==> src/rtl/sp_round_pkg.sv <==
package sp_round_pkg;
   typedef enum logic [1:0] {
      RM_NEAREST = 2'b00,
      RM_ZERO    = 2'b01,
      RM_POS_INF = 2'b10,
      RM_NEG_INF = 2'b11
   } round_mode_e;

   typedef struct packed {
      logic lsb;
      logic guard;
      logic rnd;
      logic sticky;
   } round_bits_t;
endpackage

==> src/rtl/sp_round_sticky.sv <==
module sp_round_sticky
   import sp_round_pkg::*;
#(
   parameter int SIG_W  = 53,
   parameter int KEEP_W = 24
) (
   input  logic [SIG_W-1:0] sig_i,
   input  logic [2:0]       ext_i,
   output round_bits_t      bits_o
);
   localparam int LSB_POS = SIG_W - KEEP_W;
   localparam int G_POS   = LSB_POS - 1;
   localparam int R_POS   = G_POS - 1;
   localparam int TAIL_W  = R_POS;

   logic tail_or;

   generate
      if (TAIL_W > 0) begin : g_tail
         assign tail_or = |sig_i[TAIL_W-1:0];
      end else begin : g_no_tail
         assign tail_or = 1'b0;
      end
   endgenerate

   always_comb begin
      bits_o.lsb    = sig_i[LSB_POS];
      bits_o.guard  = sig_i[G_POS];
      bits_o.rnd    = sig_i[R_POS];
      bits_o.sticky = tail_or | (|ext_i);
   end
endmodule

==> src/rtl/sp_round_decide.sv <==
module sp_round_decide
   import sp_round_pkg::*;
(
   input  logic [1:0]  mode_i,
   input  logic        sign_i,
   input  round_bits_t bits_i,
   output logic        inc_o,
   output logic        inexact_o
);
   round_mode_e mode;

   always_comb begin
      mode      = round_mode_e'(mode_i);
      inexact_o = bits_i.guard | bits_i.rnd | bits_i.sticky;
      unique case (mode)
         RM_NEAREST: inc_o = bits_i.guard & (bits_i.lsb | bits_i.rnd | bits_i.sticky);
         RM_ZERO:    inc_o = 1'b0;
         RM_POS_INF: inc_o = ~sign_i & inexact_o;
         RM_NEG_INF: inc_o = sign_i & inexact_o;
         default:    inc_o = 1'b0;
      endcase
   end
endmodule

==> src/rtl/sp_round_incr.sv <==
module sp_round_incr #(
   parameter int KEEP_W = 24,
   parameter int EXP_W  = 13
) (
   input  logic [KEEP_W-1:0] kept_i,
   input  logic              inc_i,
   input  logic [EXP_W-1:0]  exp_i,
   output logic [KEEP_W-1:0] kept_o,
   output logic [EXP_W-1:0]  exp_o
);
   localparam logic [KEEP_W-1:0] NORM_ONE = {1'b1, {(KEEP_W-1){1'b0}}};

   logic [KEEP_W:0] sum;

   always_comb begin
      sum = {1'b0, kept_i} + {{KEEP_W{1'b0}}, inc_i};
      if (sum[KEEP_W]) begin
         kept_o = NORM_ONE;
         exp_o  = exp_i + {{(EXP_W-1){1'b0}}, 1'b1};
      end else begin
         kept_o = sum[KEEP_W-1:0];
         exp_o  = exp_i;
      end
   end
endmodule

==> src/rtl/sp_round_core.sv <==
module sp_round_core
   import sp_round_pkg::*;
#(
   parameter int SIG_W  = 53,
   parameter int KEEP_W = 24,
   parameter int EXP_W  = 13
) (
   input  logic             sign_i,
   input  logic [EXP_W-1:0] exp_i,
   input  logic [SIG_W-1:0] sig_i,
   input  logic [2:0]       ext_grx_i,
   input  logic [1:0]       mode_i,
   output logic [EXP_W-1:0] exp_o,
   output logic [SIG_W-1:0] sig_o,
   output logic             fr_o,
   output logic             fi_o
);
   localparam int DROP_W = SIG_W - KEEP_W;

   generate
      if (KEEP_W < 2) begin : g_bad_keep
         $error("sp_round_core: KEEP_W must be at least 2");
      end
      if (DROP_W < 2) begin : g_bad_drop
         $error("sp_round_core: SIG_W must exceed KEEP_W by at least 2");
      end
      if (EXP_W < 2) begin : g_bad_exp
         $error("sp_round_core: EXP_W must be at least 2");
      end
   endgenerate

   round_bits_t       rbits;
   logic              inc;
   logic [KEEP_W-1:0] kept_new;

   sp_round_sticky #(.SIG_W(SIG_W), .KEEP_W(KEEP_W)) u_sticky (
      .sig_i  (sig_i),
      .ext_i  (ext_grx_i),
      .bits_o (rbits)
   );

   sp_round_decide u_decide (
      .mode_i    (mode_i),
      .sign_i    (sign_i),
      .bits_i    (rbits),
      .inc_o     (inc),
      .inexact_o (fi_o)
   );

   sp_round_incr #(.KEEP_W(KEEP_W), .EXP_W(EXP_W)) u_incr (
      .kept_i (sig_i[SIG_W-1 -: KEEP_W]),
      .inc_i  (inc),
      .exp_i  (exp_i),
      .kept_o (kept_new),
      .exp_o  (exp_o)
   );

   assign fr_o  = inc;
   assign sig_o = {kept_new, {DROP_W{1'b0}}};
endmodule

==> config.mk <==
export PLATFORM = sky130hd
export DESIGN_NAME = sp_round_core
export DESIGN_NICKNAME = d
export VERILOG_FILES = /design/src/rtl/sp_round_pkg.sv /design/src/rtl/sp_round_sticky.sv /design/src/rtl/sp_round_decide.sv /design/src/rtl/sp_round_incr.sv /design/src/rtl/sp_round_core.sv
export SDC_FILE = /design/constraint.sdc
export NUM_CORES = 1
export LEC_CHECK = 0
export ABC_AREA = 1
export BUFFER_PORTS_ARGS = -buffer_cell sky130_fd_sc_hd__buf_2
export CAP_MARGIN = 5
export CELL_PAD_IN_SITES_DETAIL_PLACEMENT = 1
export CELL_PAD_IN_SITES_GLOBAL_PLACEMENT = 2
export CORE_MARGIN = 2
export CORE_UTILIZATION = 17
export DETAILED_ROUTE_END_ITERATION = 10
export PLACE_DENSITY = 0.87
export SLEW_MARGIN = 20
export SYNTH_ARGS = -nofsm -noshare
export SYNTH_HDL_FRONTEND = slang
export SYNTH_HIERARCHICAL = 1
export SYNTH_SLANG_ARGS = --single-unit
==> constraint.sdc <==
create_clock -name vclk -period 3.5
set_input_delay 0.7 -clock vclk [all_inputs]
set_output_delay 0.7 -clock vclk [all_outputs]
set_load 0.01 [all_outputs]
==> reports/results.ini, run 1 <==
[final_layout]
drive_gt1_share_pct=34.95
layout_common_cells=nand2_1 (110), buf_2 (109), nor2_1 (54)
nFlopsAndLatches=0
synthToLayoutAreaGrowth_pct=43.58
nNetsFinal=532
diodes=0
instances_no_fill=588
fillers=1363
final_common_cell=nand2_1
seq_area_um2=0
stdcell_area_um2=2436
nClkBuffers=0

[route]
wire_per_inst_um=11.28
dr.pass1.iters=4
drt_iter0_drc=40
via_count=2287
vias_per_cell=3.889
drt_wl_total_um=6635
drc=0
route.antenna.remaining_nets=0

[grt]
grt_pass1_vias=2298
grt_usage_pct=11.49
grt_pass1_wl_um=10720
grt_start_max_net_pins=20
overflow=0
grt_antenna_before_repair=0

[setup_path]
cp_slowest_stage_delay_ns=0.17
crit_type=input pin to output port
path_cells=buf_2, inv_1, nand2_1, nor2_2, nand2_1, nor2_1, nand2_1, inv_2, nand2_2, nand3_2, nand2_2, ha_4, ha_4, nand2_4, nor2_4, nand2_2, inv_2, nand2_4, buf_12, nand2_2, o21ai_1, buf_2
cp.arrival_ns=2.65
required_ns=2.80
end_kind=output port
cpMostUsedCell=nand2_2
worstPathMaxFanout=8
start_kind=input pin
crit_slowest_cell=ha_4

[flow_run]
drv_cap=0

[placed_design]
dpl.cell_count=585
gp_congestion=0.8404
portBuffers=111
place_area_um2=2302
dpl.hpwl_um=5807

[pwr]
ir_drop_mv=0.02372
internal_power_w=0.00008459
clkPwrFrac_pct=0
seqPwrFrac_pct=0
p_leak_nw=1.395
power.net_switching_w=0.0001235
swShare_pct=59.35
combPwrFrac_pct=100.0
p_per_area_nw_per_um2=85.43
total_power_w=0.0002081

[die]
initial_core_util_pct=17.44
core-area_um2=9729
die_h_um=103.9
die_w_um=103.9
dieArea_um2=10800
rows=36
ios=140

[sta]
final-setup-viol-count=0
fin_setup_tns_ns=0
maxSlewViolCount=0
post-route-period-util_pct=95.66
fmax_mhz=298.7
layout_min_cycle_time_ns=3.348
final-hold-violation-count=0

[status]
status=finished, final reports clean

[synthesis]
yosysUniqueCellTypes=25
synth.avg_cell_area_um2=4.975
netlist_area_um2=1697
yosys_warnings=6
synth_cells=341
ys_seq_area_share_pct=0

[cts]
cts_hold_buf=0

[min_path]
hp-class=input pin to output port
worstHoldPathCells=3

## layout make-up
cell class                 count  area (um^2)  area share, %
multi-input combinational    284         1405          57.68
tap                          133        166.4          6.831
inverter                      51        198.9          8.166
timing repair buffer         120        665.6          27.32
## synthesized netlist by cell type
| library cell | number | area [um^2] |
|---|---|---|
| nand2_4 | 1 | 11.26 |
| a21oi_1 | 4 | 20.02 |
| inv_2 | 1 | 3.750 |
| nand2_1 | 117 | 439.2 |
| o21bai_1 | 2 | 15.01 |
| ha_1 | 3 | 37.54 |
| buf_4 | 32 | 240.2 |
| inv_1 | 49 | 183.9 |
| conb_1 | 1 | 3.750 |
| xnor2_1 | 5 | 43.79 |
| and2_1 | 2 | 12.51 |
| nand2_2 | 7 | 43.79 |
| nor2_4 | 4 | 45.04 |
| o21ai_0 | 5 | 25.02 |
| o211ai_1 | 1 | 7.510 |
| nand3b_1 | 4 | 30.03 |
| nand3_1 | 16 | 80.08 |
| nor2_1 | 58 | 217.7 |
| xor2_1 | 14 | 122.6 |
| nand4_1 | 5 | 31.28 |
| nand3_2 | 1 | 10.01 |
| nor2_2 | 6 | 37.54 |
| buf_6 | 1 | 11.26 |
| buf_8 | 1 | 15.01 |
| clkinv_4 | 1 | 8.760 |
## through the flow
stage	hold slack, ns	util [%]	worst slack [ns]
4_1_cts	1.707	23.74	-0.01977
3_3_place_gp	1.707	23.66	0.05150
6_report	1.705	25.04	0.1520
3_5_place_dp	1.706	23.66	-0.04660
2_1_floorplan	1.480	-	0.1993
5_1_grt	1.729	25.04	-0.02888
## power by group through the flow
stage	Combinational (W)	Clock, W	Sequential (W)
after global routing	0.000235	0	0
final	0.000208	0	0
after detailed placement	0.000200	0	0
after floorplan	0.000126	0	0
after global placement	0.000196	0	0
after CTS	0.000201	0	0
## worst max-delay path: cells and delay by family
kind	cells	cell delay (ns)
adders and majority gates	2	0.33
buffers and inverters	6	0.57
AOI/OAI and AO/OA	1	0.07
and+or+nand+nor	13	0.97
## repair_timing
item | CTS | global route
resized for setup | 2 | 28
pin swaps | 0 | 16
endpoints found under the setup margin | 15 | 35
endpoints found under the hold margin | 0 | 0
setup buffers | 0 | 2
cloned | 0 | 1
## layer usage
metal  GRT usage, %  wire length (um)
met1          14.10              2859
met2          22.32              3372
met3          1.441               376
met4         0.3861                27
met5              0                 0
## path summary, 6_finish.rpt
kind	from	to	slack, ns
setup / recovery	sig_i[25]	exp_o[5]	0.15
hold / removal	sig_i[41]	sig_o[41]	1.71
## cell families after synthesis
family	Yosys count	share of synthesized area [%]
AND/OR/NAND/NOR	221	56.49
other	1	0.2210
XOR/XNOR	19	9.808
buffers and inverters	85	27.29
adder cells (fa/ha/maj)	3	2.213
AO/OA/AOI/OAI	12	3.982
(Power assumes the default switching activity.)
==> inputs of run 2 (changes only) <==
--- a/config.mk
+++ b/config.mk
@@ -10,12 +10,12 @@
 export CAP_MARGIN = 5
 export CELL_PAD_IN_SITES_DETAIL_PLACEMENT = 1
 export CELL_PAD_IN_SITES_GLOBAL_PLACEMENT = 2
+export CORE_ASPECT_RATIO = 0.6
 export CORE_MARGIN = 2
 export CORE_UTILIZATION = 17
 export DETAILED_ROUTE_END_ITERATION = 10
-export PLACE_DENSITY = 0.87
+export PLACE_DENSITY = 0.86
 export SLEW_MARGIN = 20
 export SYNTH_ARGS = -nofsm -noshare
 export SYNTH_HDL_FRONTEND = slang
-export SYNTH_HIERARCHICAL = 1
 export SYNTH_SLANG_ARGS = --single-unit
==> constraint.sdc (replaced) <==
create_clock -name vclk -period 3.2
set_input_delay 0.64 -clock vclk [all_inputs]
set_output_delay 0.64 -clock vclk [all_outputs]
set_load 0.01 [all_outputs]
==> reports/results.ini, run 2 <==
[final_layout]
stdcell_area_um2=3008  ; was 2436 um^2
seq_area_um2=0  ; unchanged
nFlopsAndLatches=0  ; unchanged
layout_common_cells=buf_2 (87), nand2_1 (55), inv_1 (47)  ; was nand2_1 (110), buf_2 (109), nor2_1 (54)
synthToLayoutAreaGrowth_pct=80.89  ; was 43.58%
diodes=0  ; unchanged
drive_gt1_share_pct=50.54  ; was 34.95%
final_common_cell=buf_2  ; was nand2_1
instances_no_fill=589  ; was 588
nNetsFinal=536  ; was 532
nClkBuffers=0  ; unchanged

[sta]
post-route-period-util_pct=104.8
grt_setup_unrepaired=yes
layout_min_cycle_time_ns=3.354
maxSlewViolCount=0  ; unchanged
final-hold-violation-count=0  ; unchanged
fmax_mhz=298.2
worst_slack_ns=-0.1535  ; was 0.1520 ns
final-setup-viol-count=33  ; was 0

[pwr]
p_per_area_nw_per_um2=100.0  ; was 85.43 nW/um^2
ir_drop_mv=0.04906  ; was 0.02372 mV
p_leak_nw=1.622  ; was 1.395 nW

[die]
initial_core_util_pct=17.83  ; was 17.44%
die_w_um=131.7  ; was 103.9 um
core-area_um2=9324  ; was 9729 um^2
die_h_um=80.61  ; was 103.9 um
rows=27  ; was 36
ios=140  ; unchanged
dieArea_um2=10610  ; was 10800 um^2

[grt]
grt_pass1_wl_um=11160  ; was 10720 um
grt_usage_pct=12.65  ; was 11.49%
grt_start_max_net_pins=9  ; was 20
grt_pass1_vias=2340  ; was 2298
grt_antenna_before_repair=0  ; unchanged
overflow=0  ; unchanged

[status]
status=finished with violations  ; was finished, final reports clean
violations=negative setup slack

[synthesis]
synth.avg_cell_area_um2=5.262  ; was 4.975 um^2
synth.area.top_cells=nand2_1 (16%), inv_1 (14%), buf_4 (13%)  ; was nand2_1 (26%), buf_4 (14%), nor2_1 (13%)
synth_top_area_share_pct=16.48  ; was 25.88%
yosysUniqueCellTypes=28  ; was 25
ys_seq_area_share_pct=0  ; unchanged
netlist_area_um2=1663  ; was 1697 um^2
synth_cells=316  ; was 341
synth_top_area_cell=nand2_1  ; unchanged
synth_most_common_cell=nand2_1  ; unchanged
yosys_warnings=0  ; was 6
yosys-top-cells-count=nand2_1 (73), inv_1 (61), nor2_1 (55)  ; was nand2_1 (117), nor2_1 (58), inv_1 (49)

[route]
wire_per_inst_um=12.24  ; was 11.28 um
drt_iter0_drc=67  ; was 40
via_count=2319  ; was 2287
drc=0  ; unchanged
dr.pass1.iters=4  ; unchanged
route.antenna.remaining_nets=0  ; unchanged
vias_per_cell=3.937  ; was 3.889
drt_wl_total_um=7212  ; was 6635 um

[min_path]
min_to=exp_o[12]  ; was sig_o[41]
worstHoldPathCells=4  ; was 3
min_from=exp_i[12]  ; was sig_i[41]
hp-class=input pin to output port  ; unchanged

[setup_path]
start_kind=input pin  ; unchanged
cp_slowest_stage_delay_ns=0.19  ; was 0.17 ns
path_buf_inv=4  ; was 6
cp.arrival_ns=2.71  ; was 2.65 ns
worstPathMaxFanout=4  ; was 8
required_ns=2.56  ; was 2.80 ns
crit_slowest_cell=ha_2  ; was ha_4
critPathTopFamily=simple AND/OR/NAND/NOR gates  ; unchanged
cp.depth=20  ; was 22
path_cells=buf_2, inv_1, nand2_1, nor2_4, nand2_1, nor2_1, nand3_1, a21oi_2, nor2_2, ha_2, ha_4, nand2_4, nor2_4, nand4_4, buf_12, nor2_4, nand3b_1, nand2_1, nor2_1, buf_2  ; was buf_2, inv_1, nand2_1, nor2_2, nand2_1, nor2_1, nand2_1, inv_2, nand2_2, nand3_2, nand2_2, ha_4, ha_4, nand2_4, nor2_4, nand2_2, inv_2, nand2_4, buf_12, nand2_2, o21ai_1, buf_2
crit_type=input pin to output port  ; unchanged
end_kind=output port  ; unchanged

[placed_design]
gp_congestion=0.8532  ; was 0.8404
dpl.cell_count=568  ; was 585
place_ws_ns=-0.2907  ; was -0.04660 ns
dpl.hpwl_um=5963  ; was 5807 um
place_area_um2=2379  ; was 2302 um^2
portBuffers=111  ; unchanged

[cts]
cts_hold_buf=0  ; unchanged

[flow_run]
drv_cap=0  ; unchanged

[run 2: cell count changes after synthesis, moves of 3 or more]
cell	previous run	this run
a21oi_1	4	1
nand3_1	16	20
nor3_1	0	8
o21ai_2	0	6
nor2_1	58	55
buf_4	32	29
nor2_2	6	0
nand3b_1	4	1
inv_1	49	61
nand2_1	117	73
xor2_1	14	19
[run 2: worst max-delay path by stage]
| stage | startpoint | endpoint |
|---|---|---|
| 2_1_floorplan | sig_i[11] | exp_o[3] |
| 3_3_place_gp | sig_i[10] | sig_o[32] |
| 3_5_place_dp | sig_i[18] | sig_o[46] |
| 4_1_cts | sig_i[21] | sig_o[46] |
| 5_1_grt | sig_i[0] | sig_o[46] |
| 6_report | sig_i[0] | sig_o[46] |
[run 2: metrics by stage]
step                      setup TNS (ns)  util (%)  hold WS (ns)  power [W]
after CTS                         -2.932     29.35         1.598  0.0002788
after global placement            -4.028     25.51         1.586  0.0002256
final                             -3.188     32.26         1.595  0.0003009
after floorplan                        0         -         1.360  0.0001385
after detailed placement          -5.988     25.51         1.598  0.0002298
after global routing              -9.107     32.26         1.612  0.0003326
[run 2: cell type report]
class / instances / area [um^2]
Fill cell: 1255 / 6316
Inverter: 61 / 231.5
Multi-Input combinational cell: 251 / 1546
Tap cell: 130 / 162.7
Timing Repair Buffer: 147 / 1067
[run 2: logic make-up after synthesis]
group,share of synthesized area [%]
xor gates and xnor gates,13.17
and+or+nand+nor,50.41
adders and majority gates,2.258
AOI/OAI and AO/OA,5.417
buffers and inverters,28.52
other,0.2255
[run 2: timing repair]
| item | 4_1_cts | 5_1_grt |
|---|---|---|
| gates resized for setup | 58 | 64 |
| setup endpoints to repair | 31 | 36 |
| pin swaps | 35 | 40 |
| setup buffers | 12 | 11 |
| cloned | 2 | 0 |
[run 2: per-layer routing]
metal | share of wire [%] | track usage [%] | vias up | wire, um
met5 | 0 | 0 | - | 0
met4 | 0.26 | 0.3261 | 0 | 19
met3 | 4.6 | 1.073 | 2 | 332
met2 | 50 | 22.88 | 60 | 3595
met1 | 45 | 17.34 | 1075 | 3264
li1 | - | - | 1182 | -
[run 2: report_power, final]
| group | internal (W) | leakage (nW) | switching, W |
|---|---|---|---|
| logic | 0.000138 | 1.62 | 0.000163 |
| registers | 0 | 0 | 0 |
| clock network | 0 | 0 | 0 |
